## src/rtl/fe_pkg.sv

```systemverilog
package fe_pkg;

    // Word layout: flag | opcode | address field (flag is the MSB)
    localparam int unsigned ADDR_W   = 12;
    localparam int unsigned OP_W     = 3;
    localparam int unsigned WORD_W   = 1 + OP_W + ADDR_W;
    localparam int unsigned OP_LINES = 1 << OP_W;

    // Timing steps used by the front end
    localparam int unsigned STEP_FETCH_ADDR = 0;
    localparam int unsigned STEP_FETCH_READ = 1;
    localparam int unsigned STEP_DECODE     = 2;
    localparam int unsigned STEP_RESOLVE    = 3;
    localparam int unsigned STEP_PTR_DONE   = 4;
    localparam int unsigned STEP_N          = STEP_PTR_DONE + 1;
    localparam int unsigned SC_W            = $clog2(STEP_N);

    typedef logic [ADDR_W-1:0]   addr_t;
    typedef logic [WORD_W-1:0]   word_t;
    typedef logic [OP_W-1:0]     opc_t;
    typedef logic [OP_LINES-1:0] oplines_t;

    typedef struct packed {
        logic  mode;
        opc_t  op;
        addr_t field;
    } instr_t;

    typedef enum logic [1:0] {
        CLS_MEMREF,
        CLS_REGREF,
        CLS_IOREF
    } iclass_t;

    typedef enum logic [1:0] {
        AR_KEEP,
        AR_FROM_PC,
        AR_FROM_IR,
        AR_FROM_MEM
    } ar_src_t;

    // Top decode line selects the non-memory classes; the flag splits them.
    function automatic iclass_t classify(input logic top_line, input logic mode);
        if (!top_line) begin
            return CLS_MEMREF;
        end
        return mode ? CLS_IOREF : CLS_REGREF;
    endfunction

    function automatic logic needs_pointer(input iclass_t cls, input logic mode);
        return (cls == CLS_MEMREF) && mode;
    endfunction

    function automatic instr_t split_word(input word_t w);
        return instr_t'(w);
    endfunction

endpackage

```

## src/rtl/fe_step_seq.sv

```systemverilog
module fe_step_seq #(
    parameter int unsigned STEPS = 5,
    localparam int unsigned CW   = (STEPS > 1) ? $clog2(STEPS) : 1
) (
    input  logic             clk,
    input  logic             rst,
    input  logic             clr,
    input  logic             adv,
    output logic [STEPS-1:0] step_oh
);

    logic [CW-1:0] sc_q;

    // Sequence counter: synchronous clear wins over advance.
    always_ff @(posedge clk) begin
        if (rst || clr) begin
            sc_q <= '0;
        end else if (adv) begin
            sc_q <= sc_q + CW'(1);
        end
    end

    // One-hot timing step decode, one comparator per step.
    for (genvar s = 0; s < STEPS; s++) begin : g_step
        assign step_oh[s] = (sc_q == CW'(s));
    end

endmodule

```

## src/rtl/fe_line_decoder.sv

```systemverilog
module fe_line_decoder #(
    parameter int unsigned IN_W = 3,
    localparam int unsigned N   = 1 << IN_W
) (
    input  logic [IN_W-1:0] sel,
    output logic [N-1:0]    lines
);

    for (genvar k = 0; k < N; k++) begin : g_line
        assign lines[k] = (sel == IN_W'(k));
    end

endmodule

```

## src/rtl/fe_addr_regs.sv

```systemverilog
module fe_addr_regs
    import fe_pkg::*;
#(
    parameter int unsigned AW = ADDR_W,
    parameter int unsigned DW = WORD_W
) (
    input  logic          clk,
    input  logic          rst,
    input  logic          pc_load,
    input  logic [AW-1:0] pc_load_val,
    input  logic          pc_inc,
    input  logic          ir_load,
    input  ar_src_t       ar_src,
    input  logic [DW-1:0] mem_rdata,
    output logic [AW-1:0] pc,
    output logic [AW-1:0] ar,
    output logic [DW-1:0] ir
);

    logic [AW-1:0] pc_q;
    logic [AW-1:0] ar_q;
    logic [DW-1:0] ir_q;
    logic [AW-1:0] ar_next;

    // Program counter: a load beats an increment; the increment wraps.
    always_ff @(posedge clk) begin
        if (rst) begin
            pc_q <= '0;
        end else if (pc_load) begin
            pc_q <= pc_load_val;
        end else if (pc_inc) begin
            pc_q <= pc_q + AW'(1);
        end
    end

    // Instruction register takes the fetched word.
    always_ff @(posedge clk) begin
        if (rst) begin
            ir_q <= '0;
        end else if (ir_load) begin
            ir_q <= mem_rdata;
        end
    end

    // Address register: the only path to memory.
    always_comb begin
        unique case (ar_src)
            AR_FROM_PC:  ar_next = pc_q;
            AR_FROM_IR:  ar_next = ir_q[AW-1:0];
            AR_FROM_MEM: ar_next = mem_rdata[AW-1:0];
            default:     ar_next = ar_q;
        endcase
    end

    always_ff @(posedge clk) begin
        if (rst) begin
            ar_q <= '0;
        end else begin
            ar_q <= ar_next;
        end
    end

    assign pc = pc_q;
    assign ar = ar_q;
    assign ir = ir_q;

endmodule

```

## src/rtl/fe_ea_controller.sv

```systemverilog
module fe_ea_controller
    import fe_pkg::*;
(
    input  logic                clk,
    input  logic                rst,
    input  logic                start,
    input  logic [ADDR_W-1:0]   start_addr,
    input  logic                done,
    output logic [ADDR_W-1:0]   mem_addr,
    output logic                mem_rd,
    input  logic [WORD_W-1:0]   mem_rdata,
    output logic [OP_LINES-1:0] op_lines,
    output logic                mode_i,
    output logic [ADDR_W-1:0]   ea_addr,
    output logic                ea_ready
);

    // Control state
    logic     running_q;   // a start has been seen since reset
    logic     pending_q;   // a read was strobed last cycle
    logic     held_q;      // parked, waiting for done
    oplines_t op_lines_q;
    logic     mode_q;

    logic [STEP_N-1:0] step_oh;
    addr_t    pc;
    addr_t    ar;
    word_t    ir;
    instr_t   ir_f;
    oplines_t dec_lines;

    logic    live;
    logic    in_t0, in_t1, in_t2, in_t3, in_t4;
    iclass_t cls;
    logic    want_ptr;
    logic    ready_now;
    logic    park_now;
    logic    seq_adv;
    logic    seq_clr;
    logic    pc_inc;
    ar_src_t ar_src;

    // Step counter and its one-hot decode
    fe_step_seq #(
        .STEPS (STEP_N)
    ) u_seq (
        .clk     (clk),
        .rst     (rst),
        .clr     (seq_clr),
        .adv     (seq_adv),
        .step_oh (step_oh)
    );

    // PC / AR / IR
    fe_addr_regs #(
        .AW (ADDR_W),
        .DW (WORD_W)
    ) u_regs (
        .clk         (clk),
        .rst         (rst),
        .pc_load     (start),
        .pc_load_val (start_addr),
        .pc_inc      (pc_inc),
        .ir_load     (pc_inc),
        .ar_src      (ar_src),
        .mem_rdata   (mem_rdata),
        .pc          (pc),
        .ar          (ar),
        .ir          (ir)
    );

    assign ir_f = split_word(ir);

    // Opcode to eight lines
    fe_line_decoder #(
        .IN_W (OP_W)
    ) u_dec (
        .sel   (ir_f.op),
        .lines (dec_lines)
    );

    // A step acts only while running, not parked, and not being restarted.
    assign live  = running_q && !held_q && !start;
    assign in_t0 = live && step_oh[STEP_FETCH_ADDR];
    assign in_t1 = live && step_oh[STEP_FETCH_READ];
    assign in_t2 = live && step_oh[STEP_DECODE];
    assign in_t3 = live && step_oh[STEP_RESOLVE];
    assign in_t4 = live && step_oh[STEP_PTR_DONE];

    assign cls      = classify(op_lines_q[OP_LINES-1], mode_q);
    assign want_ptr = in_t3 && needs_pointer(cls, mode_q);

    // A read is strobed once; the following cycle receives the data.
    assign mem_rd = (in_t1 || want_ptr) && !pending_q;

    // Fetch data arrives: load IR, bump PC.
    assign pc_inc = in_t1 && pending_q;

    // Direct memory reference resolves at T3, indirect at T4.
    assign ready_now = (in_t3 && (cls == CLS_MEMREF) && !mode_q) || in_t4;
    assign park_now  = ready_now || (in_t3 && (cls != CLS_MEMREF));

    // The counter stands still on a strobe cycle and moves on the data cycle.
    assign seq_adv = in_t0 || in_t2 || ((in_t1 || want_ptr) && pending_q);
    assign seq_clr = start || (held_q && done);

    always_comb begin
        ar_src = AR_KEEP;
        if (in_t0) begin
            ar_src = AR_FROM_PC;
        end else if (in_t2) begin
            ar_src = AR_FROM_IR;
        end else if (want_ptr && pending_q) begin
            ar_src = AR_FROM_MEM;
        end
    end

    always_ff @(posedge clk) begin
        if (rst) begin
            running_q  <= 1'b0;
            pending_q  <= 1'b0;
            held_q     <= 1'b0;
            op_lines_q <= '0;
            mode_q     <= 1'b0;
        end else begin
            if (start) begin
                running_q <= 1'b1;
            end
            pending_q <= mem_rd;
            if (seq_clr) begin
                held_q <= 1'b0;
            end else if (park_now) begin
                held_q <= 1'b1;
            end
            if (in_t2) begin
                op_lines_q <= dec_lines;
                mode_q     <= ir_f.mode;
            end
        end
    end

    assign mem_addr = ar;
    assign ea_addr  = ar;
    assign ea_ready = ready_now;
    assign op_lines = op_lines_q;
    assign mode_i   = mode_q;

endmodule

```

## config.mk

```make
export PLATFORM = sky130hd
export DESIGN_NAME = fe_ea_controller
export DESIGN_NICKNAME = d
export VERILOG_FILES = /design/src/rtl/fe_pkg.sv /design/src/rtl/fe_step_seq.sv /design/src/rtl/fe_line_decoder.sv /design/src/rtl/fe_addr_regs.sv /design/src/rtl/fe_ea_controller.sv
export SDC_FILE = /design/constraint.sdc
export NUM_CORES = 1
export LEC_CHECK = 0
export BUFFER_PORTS_ARGS = -buffer_cell sky130_fd_sc_hd__buf_2
export CORE_MARGIN = 3
export CORE_UTILIZATION = 35
export CTS_BUF_LIST = sky130_fd_sc_hd__clkbuf_8 sky130_fd_sc_hd__clkbuf_16
export CTS_CLUSTER_SIZE = 30
export DETAILED_ROUTE_END_ITERATION = 8
export PLACE_DENSITY_LB_ADDON = 0.08
export RECOVER_POWER = 100
export SLEW_MARGIN = 20
export SYNTH_ARGS = -nofsm -noshare
export SYNTH_HDL_FRONTEND = slang
export SYNTH_HIERARCHICAL = 1
export SYNTH_SLANG_ARGS = --single-unit
```

## constraint.sdc

```tcl
create_clock -name clk -period 7.1 [get_ports clk]
set_input_delay 0.355 -clock clk [delete_from_list [all_inputs] [get_ports clk]]
set_output_delay 0.355 -clock clk [all_outputs]
set_load 0.05 [all_outputs]
```

Yosys cells after proc, flatten, opt, wreduce, memory -nomap -nowiden
Index checks and enable logic that the tools add are counted.
- flip-flop bits (word level): 55
- word-level logic and storage cells: 68
- input port bits: 32
- output and inout bits: 35
- reduce and logical (&&, ||, !) cells: 35
- $add $sub $neg: 2
- equal/unequal tests: 14
- multiplexer cells: 8
- operators with widths (operator ; count):
    case mux 12 bit (3 select lines) ; 1
    two-way mux 12 bit ; 2
    logical AND 1 bit ; 17
    == test 3 bit, second input constant ; 5
    adder 12 x 1 -> 12 bit, second input constant ; 1
    == test 3 x 2 -> 1 bit, second input constant ; 4
    two-way mux 2 bit ; 5
    logical OR 1 bit ; 7
    == test 3 x 1 -> 1 bit, second input constant ; 2
    zero test 3 bit ; 2
    == test 2 bit, second input constant ; 2
    zero test 1 bit ; 4
    nonzero test 2 bit ; 2
    adder 3 x 1 -> 3 bit, second input constant ; 1
    nonzero test 3 bit ; 1
    == test 2 x 1 -> 1 bit, second input constant ; 1
    zero test 2 bit ; 1
    OR reduction 2 bit ; 1

Depth between registers and ports, before layout
- word-level depth: 11
- depth in mapped cells: 10

Cells and area by module
The synthesis kept the hierarchy.
- modules (own cells, without submodules) (module ; cells an instance ; times used ; area each (µm²)):
    fe_addr_regs ; 172 ; 1 ; 1843.0
    fe_ea_controller ; 83 ; 1 ; 660.6
    fe_step_seq ; 21 ; 1 ; 216.5
    fe_line_decoder ; 8 ; 1 ; 65.1

Worst setup path before layout
No wires, ideal clock.
- path kind: register -> register
- start: reg mode_q, in the netlist mode_i
- end: reg u_regs.ar_q[2], in the netlist u_regs/ar[2]
- path buffers: 1
- data required time: 6972 ps
- library setup time: 128 ps
- arrival: 2325 ps
- cell stages (with the launch flop): 7
- path slack: 4647 ps
- clock period less this slack: 2453 ps
- path through: dfxtp_1 and3b_2 a21oi_1 nor3_1 buf_4 mux4_1 nor2b_1
- word-level cells in the longest chain between the ends: 11
- RTL lines (item ; line ; RTL):
    from (decl) ; fe_ea_controller.sv:23 ; logic mode_q;
    from (signal assigned) ; fe_ea_controller.sv:137 ; mode_q <= ir_f.mode;
    two-way mux 2 bit (2 in series) ; fe_pkg.sv:47 ; return mode ? CLS_IOREF : CLS_REGREF;
    zero test 2 bit ; fe_pkg.sv:51 ; return (cls == CLS_MEMREF) && mode;
    logical AND 1 bit * ; fe_pkg.sv:51 ;
    logical AND 1 bit * ; fe_ea_controller.sv:91 ; assign want_ptr = in_t3 && needs_pointer(cls, mode_q);
    logical AND 1 bit * ; fe_ea_controller.sv:113 ; end else if (want_ptr && pending_q) begin
    two-way mux 2 bit * ; fe_ea_controller.sv:113 ;
    two-way mux 2 bit * ; fe_ea_controller.sv:111 ; end else if (in_t2) begin
    two-way mux 2 bit * ; fe_ea_controller.sv:109 ; if (in_t0) begin
    via ar_src[1] ; fe_ea_controller.sv:41 ; ar_src_t ar_src;
    == test 2 bit or == test 2 x 1 -> 1 bit (tied branches) ; fe_addr_regs.sv:47 ; unique case (ar_src)
    case mux 12 bit (3 select lines) or nonzero test 3 bit (tied branches) ; n/a ;
    to (signal assigned) ; fe_addr_regs.sv:59 ; ar_q <= ar_next;
    to (decl) ; fe_addr_regs.sv:21 ; logic [AW-1:0] ar_q;
Mark *: on every way through the listed nets, which the timed path passes. The rest lies on a longest branch.
A chain may end at the register's enable or synchronous reset.

Final worst setup path
- start: reg u_seq.sc_q[0]
- end: reg u_regs.pc_q[6], in the netlist u_regs/pc[6]
- word-level cells in the longest chain between the ends: 4
- RTL lines (item ; line ; RTL):
    from (decl) ; fe_step_seq.sv:12 ; logic [CW-1:0] sc_q;
    from (signal assigned) ; fe_step_seq.sv:19 ; sc_q <= sc_q + CW'(1);
    == test 3 x 1 -> 1 bit ; fe_step_seq.sv:25 ; assign step_oh[s] = (sc_q == CW'(s));
    via step_oh[1] ; fe_ea_controller.sv:25 ; logic [STEP_N-1:0] step_oh;
    logical AND 1 bit ; fe_ea_controller.sv:85 ; assign in_t1 = live && step_oh[STEP_FETCH_READ];
    logical AND 1 bit ; fe_ea_controller.sv:97 ; assign pc_inc = in_t1 && pending_q;
    via pc_inc ; fe_ea_controller.sv:40 ; logic pc_inc;
    nonzero test 2 bit (no source line) ; n/a ;
    to (signal assigned) ; fe_addr_regs.sv:30 ; pc_q <= pc_load_val;
    to (signal assigned) ; fe_addr_regs.sv:32 ; pc_q <= pc_q + AW'(1);
    to (decl) ; fe_addr_regs.sv:20 ; logic [AW-1:0] pc_q;
The timed path passes the listed nets, and every way through them passes these cells.

==> results.md <==
* Outcome: finished with violations
* Failing checks: max-capacitance violations, max-slew violations
* Worst Hold Class: input pin to flop
* Post-Syn Area at between 0.002 and 0.003 mm²
* Post-Synth Simple-Gate Area at between 20% and 30%
* Setup crit end kind: flop
* Gr ovfl total at 0
* Met3 usage at between 3 and 4%
* Clock buffer depth at 2
* Slew headroom at -83.6%
* Routing usage on met1 at between 10% and 20%
* DRT iter0 DRCs at 70
* Unrepaired setup endpoints after global routing: no
* Power, Total at just under 0.6 mW
* Post-synthesis xor/xnor area fraction at 3.14%
* Unique masters post-synth at 45
* Setup CP Type: flop to flop
* Antenna violations before repair at 0
* Post-place setup slack at about 4.6 ns
* Clock sink count at 55
* Setup ws final at about 3.8 ns
* Final period utilization at a little under half
* Maxcap violations at 2
* Asr flop ratio synth at 0%
* Die ar. at between 0.009 and 0.01 mm²
* I/O pins at 67
* Final core occ at 42.1%
* Share of layout cells above drive strength 1 at 20.9%
* Largest family of logic cells by synthesized area: simple AND/OR/NAND/NOR gates
* Initial DRT Pass Iterations at 4
* First-pass GRT wire length at 9830 µm
* Total Routed Length at ~6100 µm
* Synth Instances at 284
* Chip height at about 95 µm
* Inst Count DP at between 400 and 500
* Core Rows at 31
* Per-cell routed wire length at 14.0 µm
* # setup viols final at 0
* Clk_lat worst skew at 0.30 ns
* Layout Cells excl Fill at 434
* Vias in the first global route at slightly above 2000
* Warnings, synthesis at 6
* Top FF cell, synth: dfxtp_1
* P_leak at 1.13 nW
* Fin Setup TNS at 0 ns
* Area Overhead vs Synth at 13.1%
* Mux share of post-synthesis cell area at 17.0%
* #FFs+latches synth at between 50 and 60
* # DRC at 0
* Met2 GRT Util at between 20% and 30%
* Minimum clock period at about 3.3 ns
* CTS tree: yes
* GRT Max-Usage Layer: met2
* Die Width at between 90 and 100 µm
* Hold buffers post-CTS at 0
* Worst vdd ir at about 0.087 mV
* CP required at roughly 7.3 ns
* Routed Antenna Nets at 0
* Final nets at around 370
* Adder-cell share of the synthesized area at between 2 and 3%
* Total GRT Usage at about 14%
* Via count at 2088
* Fmax at approximately 300 MHz
* GPL Wtd Cong at around 0.75
* Number of synthesized flops with an enable pin at 0
* Mapped Nets at 322
* PortBufs at between 60 and 70
* Fin. Hold Viols at 0
* Clock buffer count from CTS at 5
* Vias per Instance at around 4.8
* Initial core utilization at a little under two fifths
* Buffer count from post-CTS setup fixing at 0
* WP data arrival at between 3 and 4 ns
* Core Box Area at around 0.0075 mm²
* Dpl hpwl at approximately 4200 µm
* Clk_skew at roughly 0.0052 ns
* Register area share after synthesis at a little under 40%
* Syn_area_per_cell at approximately 9.8 µm²
* Largest net degree at the start of global routing at 57
* Antenna diodes at 0
* CP max FO at 25
* Worst-path clk slew at 0.10 ns
* PwrDens at 186 mW/mm²
* Setup crit start kind: flop
* Area fraction in compound gates after synthesis at 9.07%
* Worst-margin pin slew at ~2.8 ns
* Clock Tree Root: clkbuf_8
* Max-slew violation count at 83
* Clock H-tree levels at 2
* CTS-repair resized insts at 0
==> synthesized netlist by cell type, drive strengths merged (3+ instances only) <==
master | n | area [µm²]
nand4 | 4 | 40.0
dfxtp | 55 | 1100
nor3b | 5 | 37.5
xor2 | 3 | 26.3
nor2 | 31 | 116
mux2i | 20 | 200
and3b | 4 | 40.0
xnor2 | 7 | 61.3
ha | 6 | 75.1
nand2 | 26 | 100
clkbuf | 3 | 11.3
nor3 | 10 | 60.1
buf | 23 | 153
inv | 10 | 37.5
mux4 | 12 | 274
a21oi | 22 | 148
o21a | 4 | 30.0
nor2b | 15 | 93.8
==> layout by cell type, fill, tap and decap left out, drive strengths merged, types with 5 or more instances in the layout <==
cell type	n
ha	6
a21oi	22
clkbuf	43
xnor2	7
nand2	26
nor3b	5
buf	32
dfxtp	55
nor2b	15
nor2	31
mux2i	20
nor3	10
mux4	12
inv	10
==> path summary, 6_finish.rpt <==
kind	cells after the start	slack, ns	from	end
min reg2reg	2	0.47	op_lines[1]	op_lines[1]
max	9	3.76	u_seq/sc_q[0]	u_regs/pc[6]
min	3	0.27	start_addr[1]	u_regs/pc[1]
max reg2reg	9	3.76	u_seq/sc_q[0]	u_regs/pc[6]
==> per-stage QoR <==
stage | instance area (µm²) | hold slack (ns)
global placement | 3110 | 0.454
finish | 3150 | 0.275
global route | 3150 | 0.269
detailed placement | 3110 | 0.457
CTS | 3220 | 0.262
floorplan | 2790 | 0.426
==> power by group <==
group,internal [mW],leakage (nW),switching [mW],total (mW)
clock network,0.103,0.0502,0.102,0.206
logic,0.0219,0.630,0.0333,0.0553
registers,0.315,0.446,0.00974,0.325
==> state kept, by name, summed over array words and instances, names as in the netlist <==
signal	count
u_regs/ir	16
u_regs/ar	12
u_regs/pc	12
op_lines	8
u_seq/sc_q	3
held_q	1
mode_i	1
pending_q	1
running_q	1
==> per-layer routing <==
metal	share of wire (%)	wire [µm]	up-vias
met1	50	3040	964
met2	44	2670	45
li1	-	-	1074
met3	5.4	327	5
met5	0	0	-
met4	0.87	53	0
==> critical path, stage by stage, from the launching register on <==
cell,delay [ns]
dfxtp_1,0.41
ha_1,0.17
nor2b_1,0.21
nand2_1,0.09
nor2_2,0.08
clkbuf_1,1.20
nand2_1,0.36
or3_1,0.40
a21o_1,0.19
a21oi_2,0.11
==> logic make-up after synthesis <==
family	after synthesis
and+or+nand+nor	109
muxes	32
buffers and inverters	36
AOI/OAI and AO/OA	36
DFF	55
xor gates and xnor gates	10
adders and majority gates	6
==> layout make-up <==
class	instances	area, µm²
timing repair buffer	70	305
sequential	55	1100
clock buffer	5	68.8
fill	798	4340
inverter	10	37.5
tap	99	124
multi-input combinational	193	1480
clock inverter	2	37.5
Power figures use the tool's default switching activity.
